## src/rtl/sfe_pkg.sv

```systemverilog
package sfe_pkg;

    localparam int FRAME_BITS = 16;
    localparam int CNT_MAX    = FRAME_BITS + 1;
    localparam int CNT_W      = $clog2(CNT_MAX + 1);
    localparam int NUM_CH     = 4;

    typedef enum logic [1:0] {
        OP_NONE = 2'b00,
        OP_WR   = 2'b01,
        OP_RD   = 2'b10,
        OP_BAD  = 2'b11
    } op_e;

    // error/status byte bit positions
    localparam int EB_PD = 4;
    localparam int EB_HE = 3;
    localparam int EB_SE = 2;
    localparam int EB_RE = 1;
    localparam int EB_DU = 0;

    typedef struct packed {
        logic       zero;
        logic [1:0] op;
        logic       par;
        logic [1:0] st;
        logic [1:0] es;
        logic [7:0] data;
    } stat_reply_t;

    typedef struct packed {
        logic [1:0] seq_hi;
        logic       sen;
        logic       par;
        logic       seq_lo;
        logic [2:0] ch;
        logic [7:0] data;
    } sens_reply_t;

    function automatic logic [15:0] seal_parity(input logic [15:0] w);
        logic [15:0] r;
        r     = w;
        r[12] = ~^{w[15:13], w[11:0]};
        return r;
    endfunction

    function automatic logic [15:0] status_word(input logic [1:0] op, input logic [7:0] data);
        stat_reply_t s;
        s.zero = 1'b0;
        s.op   = op;
        s.par  = 1'b0;
        s.st   = 2'b11;
        s.es   = 2'b10;
        s.data = data;
        return seal_parity(s);
    endfunction

    localparam logic [15:0] RESET_REPLY =
        status_word(OP_NONE, 8'((1 << EB_RE) | (1 << EB_DU)));

endpackage

```

## src/rtl/sfe_sync.sv

```systemverilog
module sfe_sync #(
    parameter int WIDTH  = 3,
    parameter int STAGES = 2,
    parameter logic [WIDTH-1:0] INIT = '0
) (
    input  logic             clk,
    input  logic             rst,
    input  logic [WIDTH-1:0] d,
    output logic [WIDTH-1:0] q
);
    logic [WIDTH-1:0] stage [STAGES];

    for (genvar i = 0; i < STAGES; i++) begin : g_stage
        always_ff @(posedge clk) begin
            if (rst)
                stage[i] <= INIT;
            else if (i == 0)
                stage[i] <= d;
            else
                stage[i] <= stage[(i == 0) ? 0 : i - 1];
        end
    end

    assign q = stage[STAGES-1];
endmodule

```

## src/rtl/sfe_frame_io.sv

```systemverilog
module sfe_frame_io
    import sfe_pkg::*;
(
    input  logic                  clk,
    input  logic                  rst,
    input  logic                  sel_n_s,
    input  logic                  sck_s,
    input  logic                  mosi_s,
    input  logic [FRAME_BITS-1:0] load_word,
    output logic                  frame_end,
    output logic [FRAME_BITS-1:0] rx_word,
    output logic [CNT_W-1:0]      edge_cnt,
    output logic [FRAME_BITS-1:0] tx_q,
    output logic                  miso
);
    logic sel_d, sck_d;
    logic frame_start, sck_rise, sck_fall;

    always_ff @(posedge clk) begin
        if (rst) begin
            sel_d <= 1'b1;
            sck_d <= 1'b0;
        end else begin
            sel_d <= sel_n_s;
            sck_d <= sck_s;
        end
    end

    assign frame_start = sel_d & ~sel_n_s;
    assign frame_end   = ~sel_d & sel_n_s;
    assign sck_rise    = ~sel_n_s & sck_s & ~sck_d;
    assign sck_fall    = ~sel_n_s & ~sck_s & sck_d;

    always_ff @(posedge clk) begin
        if (rst) begin
            edge_cnt <= '0;
            rx_word  <= '0;
        end else if (frame_start) begin
            edge_cnt <= '0;
        end else if (sck_rise) begin
            rx_word <= {rx_word[FRAME_BITS-2:0], mosi_s};
            if (edge_cnt != CNT_W'(CNT_MAX))
                edge_cnt <= edge_cnt + 1'b1;
        end
    end

    always_ff @(posedge clk) begin
        if (rst)
            tx_q <= RESET_REPLY;
        else if (frame_end)
            tx_q <= load_word;
        else if (sck_fall)
            tx_q <= {tx_q[FRAME_BITS-2:0], 1'b0};
    end

    assign miso = ~sel_n_s & tx_q[FRAME_BITS-1];
endmodule

```

## src/rtl/sfe_reply.sv

```systemverilog
module sfe_reply
    import sfe_pkg::*;
(
    input  logic                  clk,
    input  logic                  rst,
    input  logic                  frame_end,
    input  logic [FRAME_BITS-1:0] rx_word,
    input  logic [CNT_W-1:0]      edge_cnt,
    input  logic [15:0]           x_word,
    input  logic [15:0]           y_word,
    input  logic                  pwr_down,
    input  logic                  heat_fault,
    output logic [FRAME_BITS-1:0] reply_word,
    output logic [7:0]            ctrl_q
);
    logic        frame_ok, is_sensor, ch_legal, do_write;
    op_e         op;
    logic [3:0]  ch;
    logic [15:0] axis;
    logic [7:0]  pick, fault_byte;
    sens_reply_t sr;

    assign frame_ok  = (edge_cnt == CNT_W'(FRAME_BITS));
    assign is_sensor = rx_word[13];
    assign op        = op_e'(rx_word[15:14]);
    assign ch        = rx_word[3:0];
    assign ch_legal  = (ch < 4'(NUM_CH));
    assign axis      = ch[1] ? y_word : x_word;
    assign pick      = ch[0] ? axis[15:8] : axis[7:0];
    assign do_write  = frame_ok & ~is_sensor & (op == OP_WR);

    always_comb begin
        fault_byte        = '0;
        fault_byte[EB_PD] = pwr_down;
        fault_byte[EB_HE] = heat_fault;
        sr.seq_hi = rx_word[15:14];
        sr.sen    = 1'b1;
        sr.par    = 1'b0;
        sr.seq_lo = rx_word[12];
        sr.ch     = ch[2:0];
        sr.data   = pick;
    end

    always_comb begin
        if (!frame_ok)
            reply_word = status_word(OP_NONE, 8'(1 << EB_SE));
        else if (is_sensor) begin
            if (!ch_legal)
                reply_word = status_word(op, 8'(1 << EB_RE));
            else if (pwr_down || heat_fault)
                reply_word = status_word(op, fault_byte);
            else
                reply_word = seal_parity(sr);
        end else begin
            unique case (op)
                OP_WR:   reply_word = status_word(op, rx_word[7:0]);
                OP_RD:   reply_word = status_word(op, ctrl_q);
                default: reply_word = status_word(op, 8'(1 << EB_RE));
            endcase
        end
    end

    always_ff @(posedge clk) begin
        if (rst)
            ctrl_q <= 8'h00;
        else if (frame_end && do_write)
            ctrl_q <= rx_word[7:0];
    end
endmodule

```

## src/rtl/spi_sensor_frame.sv

```systemverilog
module spi_sensor_frame
    import sfe_pkg::*;
#(
    parameter int SYNC_STAGES = 2
) (
    input  logic        clk,
    input  logic        rst,
    input  logic        sel_n,
    input  logic        sck,
    input  logic        mosi,
    input  logic [15:0] x_word,
    input  logic [15:0] y_word,
    input  logic        pwr_down,
    input  logic        heat_fault,
    output logic        miso,
    output logic [7:0]  ctrl_reg
);
    logic [2:0]            pins_s;
    logic                  sel_n_s, sck_s, mosi_s;
    logic                  frame_end;
    logic [FRAME_BITS-1:0] rx_word, reply_word, tx_q;
    logic [CNT_W-1:0]      edge_cnt;

    sfe_sync #(.WIDTH(3), .STAGES(SYNC_STAGES), .INIT(3'b100)) u_sync (
        .clk (clk),
        .rst (rst),
        .d   ({sel_n, sck, mosi}),
        .q   (pins_s)
    );

    assign sel_n_s = pins_s[2];
    assign sck_s   = pins_s[1];
    assign mosi_s  = pins_s[0];

    sfe_frame_io u_io (
        .clk       (clk),
        .rst       (rst),
        .sel_n_s   (sel_n_s),
        .sck_s     (sck_s),
        .mosi_s    (mosi_s),
        .load_word (reply_word),
        .frame_end (frame_end),
        .rx_word   (rx_word),
        .edge_cnt  (edge_cnt),
        .tx_q      (tx_q),
        .miso      (miso)
    );

    sfe_reply u_reply (
        .clk        (clk),
        .rst        (rst),
        .frame_end  (frame_end),
        .rx_word    (rx_word),
        .edge_cnt   (edge_cnt),
        .x_word     (x_word),
        .y_word     (y_word),
        .pwr_down   (pwr_down),
        .heat_fault (heat_fault),
        .reply_word (reply_word),
        .ctrl_q     (ctrl_reg)
    );
endmodule

```

## config.mk

```make
export PLATFORM = sky130hd
export DESIGN_NAME = spi_sensor_frame
export DESIGN_NICKNAME = d
export VERILOG_FILES = /design/src/rtl/sfe_pkg.sv /design/src/rtl/sfe_sync.sv /design/src/rtl/sfe_frame_io.sv /design/src/rtl/sfe_reply.sv /design/src/rtl/spi_sensor_frame.sv
export SDC_FILE = /design/constraint.sdc
export NUM_CORES = 1
export LEC_CHECK = 0
export BUFFER_PORTS_ARGS = -buffer_cell sky130_fd_sc_hd__buf_2
export CORE_UTILIZATION = 50
export DETAILED_ROUTE_END_ITERATION = 12
export GPL_ROUTABILITY_DRIVEN = 0
export PLACE_DENSITY = 0.75
export SYNTH_ARGS = -nofsm -noshare
export SYNTH_HDL_FRONTEND = slang
export SYNTH_SLANG_ARGS = --single-unit
export TNS_END_PERCENT = 30
```

## constraint.sdc

```tcl
create_clock -name clk -period 2.05 [get_ports clk]
set_input_delay 0.41 -clock clk [delete_from_list [all_inputs] [get_ports clk]]
set_output_delay 0.41 -clock clk [all_outputs]
set_load 0.01 [all_outputs]
```

Word-level counts from Yosys, hierarchy flattened
Memories as Yosys holds them, arrays and structs flattened.
Cells that the tools add are included.
- bits in latches: 0
- memory bits (read-only): 0
- register bits: 47
- memories: 1
- input bits: 39
- RAM bits: 6
- output and inout port bits: 9
- logic and storage cells: 55
- shift operators: 0
- div/mod/pow operators: 0
- mux-type cells: 14
- bitwise logic cells: 17
- reduce and logical (&&, ||, !) cells: 11
- equal/unequal tests: 4
- multiply operators: 0
- order comparisons: 1
- add/subtract/negate cells: 1
- memories (memory ; depth ; width ; rd ports ; clocked after Yosys merged registers in ; write ports ; line ; text):
    u_sync.stage ; 2 ; 3 ; 2 ; 0 ; 2 ; sfe_sync.sv:11 ; logic [WIDTH-1:0] stage [STAGES];
- operators by type and width (kind ; number):
    two-way mux 16 bit ; 7
    XNOR reduction 15 bit ; 5
    case mux 13 bit (2 select lines) ; 1
    AND 1 bit ; 9
    two-way mux 8 bit ; 1
    two-way mux 3 bit ; 2
    inverter 1 bit ; 6
    adder 5 x 1 -> 5 bit (second input constant) ; 1
    equality test 5 bit (second input constant) ; 1
    != test 5 bit (second input constant) ; 1
    less-than comparator 4 x 3 -> 1 bit (second input constant) ; 1
    AND reduction 2 bit ; 2
    two-way mux 1 bit ; 3
    equality test 2 x 1 -> 1 bit (second input constant) ; 1
    equality test 2 bit (second input constant) ; 1
    bitwise OR 1 bit ; 2
    nonzero test 2 bit ; 1
    OR reduction 2 bit ; 1
    logical AND 1 bit ; 1
    logical OR 1 bit ; 1

Depth between registers and ports, before layout
Gate-level depths: netlist of run 1.
- depth in word-level cells: 8
- depth in mapped cells: 9
- gate-level depth less buffers: 8

By module
A second synthesis of run 1 with hierarchy kept.
- cells, all modules: 329
- area, all modules: 2947.8 µm²
- modules (own cells, without submodules) (module ; cells each ; times used ; area an instance (µm²)):
    sfe_frame_io ; 186 ; 1 ; 1625.3
    sfe_reply ; 131 ; 1 ; 1164.9
    sfe_sync ; 12 ; 1 ; 157.7

Worst setup path before layout of run 1
OpenSTA, ideal clock, no wires.
- path kind: reg2reg
- start point: register u_io.rx_word[1]
- end point: register u_io.tx_q[12]
- buffers on the path: 1
- stages on the path, launching flop included: 8
- library setup time: 0.124 ns
- arrival time: 1.875 ns
- path slack: 0.051 ns
- path through: dfxtp_1 > buf_6 > mux4_2 > xnor2_1 > xnor2_1 > xnor3_1 > o211ai_1 > nand3_1
- longest elaborated chain between the ends: 8
- elaborated cells between the ends (all ways): 11
- classes of those cells: order compare: 1; mux: 8; reduce/logical: 2
- RTL lines (element ; line ; text):
    start, declared ; sfe_frame_io.sv:11 ; output logic [FRAME_BITS-1:0] rx_word,
    start signal, assigned ; sfe_frame_io.sv:41 ; rx_word <= {rx_word[FRAME_BITS-2:0], mosi_s};
    two-way mux 16 bit ; sfe_reply.sv:28 ; assign axis = ch[1] ? y_word : x_word;
    two-way mux 8 bit ; sfe_reply.sv:29 ; assign pick = ch[0] ? axis[15:8] : axis[7:0];
    XNOR reduction 15 bit ; sfe_pkg.sv:43 ; r[12] = ~^{w[15:13], w[11:0]};
    two-way mux 16 bit ; sfe_reply.sv:50 ; else if (pwr_down || heat_fault)
    two-way mux 16 bit ; sfe_reply.sv:48 ; if (!ch_legal)
    two-way mux 16 bit * ; sfe_reply.sv:47 ; else if (is_sensor) begin
    two-way mux 16 bit * ; sfe_reply.sv:45 ; if (!frame_ok)
    two-way mux 16 bit * ; sfe_frame_io.sv:50 ; else if (frame_end)
    end signal, assigned ; sfe_frame_io.sv:51 ; tx_q <= load_word;
    end signal, assigned ; sfe_frame_io.sv:53 ; tx_q <= {tx_q[FRAME_BITS-2:0], 1'b0};
    end, declared ; sfe_frame_io.sv:13 ; output logic [FRAME_BITS-1:0] tx_q,
Mark *: on every way between the ends. The rest lies on a longest branch, timed or not.
A chain may end at the register's enable or synchronous reset.

Worst setup path in the final report of run 1
Same ends and word-level chain as after synthesis.

==> metrics.cfg, run 1 <==
[worst_setup_path]
cp.arrival_ps = 2350
worstPathRequired_ps = 2250
setup.worst_path.start_class = flip-flop
r2r_start = u_io.rx_word[1]
worstSetupPathType = flip-flop to flip-flop
endpoint_kind = flip-flop
critPathLaunch = u_io.rx_word[1]
crit_path_max_fanout = 5

[logic_synthesis]
async_reset_ff_share_pct = 0
yosys-top-cells-area = dfxtp_1 38%, mux4_2 6.4%, nand2_1 6.3%
yosysMostFrequentCell = dfxtp_1
synth_common_cells = 53 x dfxtp_1, 47 x nand2_1, 37 x nor2_1, 33 x a21oi_1, 16 x clkbuf_1
ys.flop_type = dfxtp_1
yosys_warnings = 0
avgSynthCellArea_um2 = 8.61
synth_edf_count = 0
ys_seq_area_share_pct = 37.9
netlist_area_um2 = 2800
ys_ff_latch = 53
synth_largest_area_cell = dfxtp_1
synth_fp_nets = 371
synthCells = 325
synthDistinctLibCells = 40
synth_top_area_share_pct = 37.9

[placed_design]
hpwl_mm = 5.03
portBuffers = 47
place_area_um2 = 3190
placedCellCount = 441

[sta]
rsz0062_at_grt = true
setup_viol = 1
worst_pin_slew_ps = 623
slew_viol_final = 0
fin_skew_ps = 17.5
fin_setup_tns_ps = -99.9
fin_crit_sh_pct = 105
slew_headroom_pct = 58.5
fmax_mhz = 465
hold_viol = 0
worst_slack_ps = -99.9
period_needed_ps = 2150

[worst_hold_path]
min_path_type = primary input to flip-flop
hold_start = sel_n

[global_routing]
grt_pass1_vias = 2368
track_usage_pct = 24.2
grt_pass1_wl_mm = 11.3
grt_max_degree = 36
globalRoute.totalOverflow = 0
antenna_found_initial = 0

[drt]
drt_first_pass_iters = 4
drc = 0
vias = 2481
wire_per_inst_um = 15.1
ant_nets = 0
wirelength_mm = 6.80
drtIter0Drc = 191
vias_per_cell = 5.53

[clock_network]
clock-root-buffer = clkbuf_8
postCtsHoldBufs = 0
clock_latency_ps = 310
clock-sinks = 53
cts_buffer_depth = 2
cts_tree = built
cts-buffers-inserted = 5
path_clk_slew_ps = 100
h-tree-depth = 2

[final_layout]
drive_above_1_share_pct = 24.8
fillers = 441
fin_cells = 449
final_cell_area_um2 = 3350
finalNetCount = 424
num_antenna_cells = 0
area_growth_pct = 19.7

[pwr]
p_per_area_nw_per_um2 = 587
irDropWorstVdd_v = 0.000465
power_leakage_uw = 0.00134

[die]
core.rowCount = 26
core_area_um2 = 5240
die_x_um = 76.8
num_io_pins = 48
fp.dieArea_um2 = 5900
start_util_pct = 53.4
die_h_um = 76.8

[outcome]
outcome = complete, but fails checks
violations = setup timing

[job]
max-cap-violations = 0

metrics by stage:
stage                     hold slack [ps]  total power, uW  utilization (%)  worst slack (ps)
after floorplan                       389             1170                -              50.7
after CTS                             280             1960             63.4             -80.1
final                                 288             1970             64.0             -99.9
after global routing                  273             2030             64.0              -163
after global placement                393             1230             60.8             -65.5
after detailed placement              392             1230             60.8              -114
cells in the final DEF (no fill, tap or decap), drive strengths merged, types with 4 or more instances in the layout:
| master | n |
|---|---|
| nor2b | 7 |
| dfxtp | 53 |
| xor2 | 5 |
| a221oi | 4 |
| mux4 | 8 |
| ha | 7 |
| o22ai | 4 |
| buf | 67 |
| a21oi | 33 |
| nor2 | 37 |
| o21ai | 12 |
| nor3 | 6 |
| mux2i | 8 |
| nand2 | 47 |
| a22oi | 4 |
| clkbuf | 7 |
| a22o | 7 |
| inv | 14 |
| xnor2 | 15 |
| xnor3 | 4 |
power by group:
part | internal, uW | switching, uW | total [uW] | leakage (uW)
clock network | 399 | 345 | 743 | 0.0000585
logic | 97.6 | 72.8 | 170 | 0.000855
registers | 1050 | 8.92 | 1050 | 0.000430
sequential cells by signal (all words and copies together), names as in the netlist:
| name | flops |
|---|---|
| u_io.edge_cnt | 5 |
| u_io.rx_word | 16 |
| u_io.sck_d | 1 |
| u_io.sel_d | 1 |
| u_io.tx_q | 16 |
| u_reply.ctrl_q | 8 |
| u_sync.stage | 6 |
metal layers:
| metal | vias to the layer above | share of wire, % | global-route usage (%) |
|---|---|---|---|
| met5 | - | 0 | 0 |
| met4 | 0 | 1.3 | 8.85 |
| met3 | 9 | 5.8 | 5.48 |
| met2 | 82 | 47 | 38.2 |
| met1 | 1164 | 46 | 32.2 |
| li1 | 1226 | - | - |
layout make-up:
class	count	area, um^2	share of cell area [%]
tap	70	87.6	2.61
inverter	14	52.6	1.57
clock inverter	1	30.0	0.897
clock buffer	7	86.3	2.58
multi-input combinational	237	1630	48.6
timing repair buffer	67	402	12.0
sequential	53	1060	31.8
worst paths after layout:
kind | to | depth (start not counted) | slack, ps
min | u_sync.stage[0][2] | 2 | 290
max reg2reg | u_io.tx_q[12] | 7 | -100
max | u_io.tx_q[12] | 7 | -100
min reg2reg | u_sync.stage[1][2] | 1 | 410
cells by family (layout without fill, tap and decap cells):
kind of cell / after synthesis / count (layout) / share of synthesized area [%]
DFF: 53 / 53 / 37.9
and+or+nand+nor: 116 / 116 / 18.2
xor gates and xnor gates: 24 / 24 / 9.75
adders and majority gates: 7 / 7 / 3.13
muxes: 16 / 16 / 9.30
AOI/OAI and AO/OA: 74 / 74 / 16.4
buffers and inverters: 35 / 89 / 5.32
worst max-delay path, stage by stage (launching register included):
cell and delay [ps]:
dfxtp_2 370, buf_12 120, mux4_2 540, xnor2_2 160
xnor2_1 170, xnor3_1 410, o211ai_1 180, nand3_1 90
timing repair:
action	4_1_cts	5_1_grt
pin swaps	0	6
resized for setup	3	6
setup endpoints to repair	1	1
endpoints found under the hold margin	0	0
setup buffers	0	0
Power figures use the tool's default switching activity.
==> inputs of run 2 (changes only) <==
--- a/config.mk
+++ b/config.mk
@@ -5,11 +5,11 @@
 export SDC_FILE = /design/constraint.sdc
 export NUM_CORES = 1
 export LEC_CHECK = 0
-export BUFFER_PORTS_ARGS = -buffer_cell sky130_fd_sc_hd__buf_2
-export CORE_UTILIZATION = 50
+export CORE_UTILIZATION = 63
 export DETAILED_ROUTE_END_ITERATION = 12
+export DONT_BUFFER_PORTS = 1
 export GPL_ROUTABILITY_DRIVEN = 0
-export PLACE_DENSITY = 0.75
+export PLACE_DENSITY = 0.79
 export SYNTH_ARGS = -nofsm -noshare
 export SYNTH_HDL_FRONTEND = slang
 export SYNTH_SLANG_ARGS = --single-unit
==> constraint.sdc (replaced) <==
create_clock -name clk -period 2.4 [get_ports clk]
set_input_delay 0.48 -clock clk [delete_from_list [all_inputs] [get_ports clk]]
set_output_delay 0.48 -clock clk [all_outputs]
set_load 0.01 [all_outputs]
==> run 2 against run 1 <==
Against the previous run: the flow now finishes without violations; count of clock-buffer cells in the layout shrank 2; combinational power down 51%; sequential share of layout area up 4.4 points; register-to-register slack improved by 210 ps; sequential cell count unchanged; sequential power is 14% lower; clock skew fell by 9.0 ps; core utilization up 6.8 points; non-clock buffer count fell by 58; largest cell class unchanged.
==> metrics.cfg, run 2 (synthesis gave the netlist of run 1 again) <==
[drt]
drc = 0  ; unchanged
vias_per_cell = 6.07  ; was 5.53
drtIter0Drc = 181  ; was 191
wirelength_mm = 6.29  ; was 6.80 mm
ant_nets = 0  ; unchanged
wire_per_inst_um = 16.9  ; was 15.1 um
drt_first_pass_iters = 4  ; unchanged
vias = 2259  ; was 2481

[clock_network]
clock-sinks = 53  ; unchanged
clock-root-buffer = clkbuf_8  ; unchanged
path_clk_slew_ps = 100  ; about the same
cts_tree = built  ; unchanged
postCtsSetupBuffers = 0  ; unchanged
cts-buffers-inserted = 5  ; unchanged
cts_resized = 0  ; was 3
cts_buffer_depth = 2  ; unchanged
clock_latency_ps = 310  ; about the same
postCtsHoldBufs = 0  ; unchanged
h-tree-depth = 2  ; unchanged

[pwr]
p_per_area_nw_per_um2 = 519  ; was 587 nW/um^2
irDropWorstVdd_v = 0.000512  ; was 0.000465 V
power_uw = 1520  ; was 1970 uW
power_leakage_uw = 0.00105  ; was 0.00134 uW

[placed_design]
hpwl_mm = 4.63  ; was 5.03 mm
placedCellCount = 363  ; was 441
portBuffers = 0  ; was 47

[global_routing]
grt_pass1_vias = 1950  ; was 2368
track_usage_pct = 27.7  ; was 24.2%
antenna_found_initial = 1  ; was 0
grt_pass1_wl_mm = 9.35  ; was 11.3 mm
globalRoute.totalOverflow = 0  ; unchanged
grt_max_degree = 51  ; was 36

[worst_hold_path]
min_path_type = primary input to flip-flop  ; unchanged

[final_layout]
drive_above_1_share_pct = 9.03  ; was 24.8%
fillers = 341  ; was 441
top_regs = u_io.rx_word x16, u_io.tx_q x16, u_reply.ctrl_q x8  ; unchanged
multiInputGateArea_um2 = 1590  ; was 1630 um^2
area_growth_pct = 4.79  ; was 19.7%
regArea_um2 = 1060  ; about the same
fin_util_pct = 70.7  ; was 64.0%
finalNetCount = 366  ; was 424
layout_common_cells = 53 x dfxtp_1, 47 x nand2_1, 37 x nor2_1, 33 x a21oi_1  ; was 51 x dfxtp_1, 47 x nand2_1, 47 x buf_2, 37 x nor2_1, 33 x a21oi_1
layout_commonest_cell = dfxtp_1  ; unchanged
fin_cells = 372  ; was 449

[sta]
hold_viol = 0  ; unchanged
fin_setup_tns_ps = 0  ; was -99.9 ps
fmax_mhz = 437  ; was 465 MHz
setup_viol = 0  ; was 1
slew_viol_final = 0  ; unchanged
fin_crit_sh_pct = 95.4  ; was 105%
hold_slack_ps = 228  ; was 288 ps
rsz0062_at_grt = false  ; was true
worst_pin_slew_ps = 664  ; was 623 ps
period_needed_ps = 2290  ; was 2150 ps
fin_skew_ps = 8.44  ; was 17.5 ps
slew_headroom_pct = 55.6  ; was 58.5%

[worst_setup_path]
setup.worst_path.start_class = flip-flop  ; unchanged
endpoint_kind = flip-flop  ; unchanged
cp.arrival_ps = 2490  ; was 2350 ps
crit_path_max_fanout = 7  ; was 5
worstSetupPathType = flip-flop to flip-flop  ; unchanged
worstPathRequired_ps = 2600  ; was 2250 ps

[die]
fp.dieArea_um2 = 4710  ; was 5900 um^2
die_h_um = 68.6  ; was 76.8 um
die_x_um = 68.6  ; was 76.8 um
start_util_pct = 67.5  ; was 53.4%
core.rowCount = 23  ; was 26
core_area_um2 = 4140  ; was 5240 um^2
num_io_pins = 48  ; unchanged

[job]
max-cap-violations = 0  ; unchanged

[outcome]
outcome = finished, final reports clean  ; was complete, but fails checks

## run 2: critical path, cell delays in order, from the launching register on
cell and delay, ps:
dfxtp_1 520, buf_4 230, mux4_2 550, xnor2_1 220, xnor2_1 150, xnor3_1 230
o211ai_1 190, nand3_1 90
## run 2: metrics by stage
| step | instance area (um^2) | worst slack [ps] |
|---|---|---|
| floorplan | 2800 | 386 |
| global placement | 2830 | 217 |
| detailed placement | 2830 | 180 |
| CTS | 2930 | 164 |
| global route | 2930 | 25.2 |
| finish | 2930 | 111 |
## run 2: power by group
part	internal [uW]	switching (uW)
clock network	219	318
registers	893	8.16
logic	47.5	35.3
## run 2: layout make-up
class	instances	area share, %
well taps	50	2.13
flip-flops and latches	53	36.2
clock buffers	5	2.35
repair buffers	9	2.30
multi-input cells	237	54.2
clock inverters	3	0.982
diodes	1	0.0854
inverters	14	1.79
## run 2: path summary, 6_finish.rpt
check | endpoint | slack [ps] | depth (start not counted) | startpoint
setup / recovery | u_io.tx_q[12] | 110 | 7 | u_io.rx_word[1]
hold / removal | u_io.sck_d | 230 | 1 | rst
setup reg to reg | u_io.tx_q[12] | 110 | 7 | u_io.rx_word[1]
hold reg to reg | u_sync.stage[1][2] | 420 | 1 | u_sync.stage[0][2]
## run 2: per-layer routing
| metal | up-vias | global-route usage (%) | wire length (um) | part of all wire, % |
|---|---|---|---|---|
| met3 | 9 | 9.21 | 543 | 8.6 |
| li1 | 1113 | - | - | - |
| met2 | 86 | 42.0 | 2970 | 47 |
| met1 | 1051 | 35.6 | 2690 | 43 |
| met5 | - | 5.00 | 0 | 0 |
| met4 | 0 | 11.2 | 93 | 1.5 |
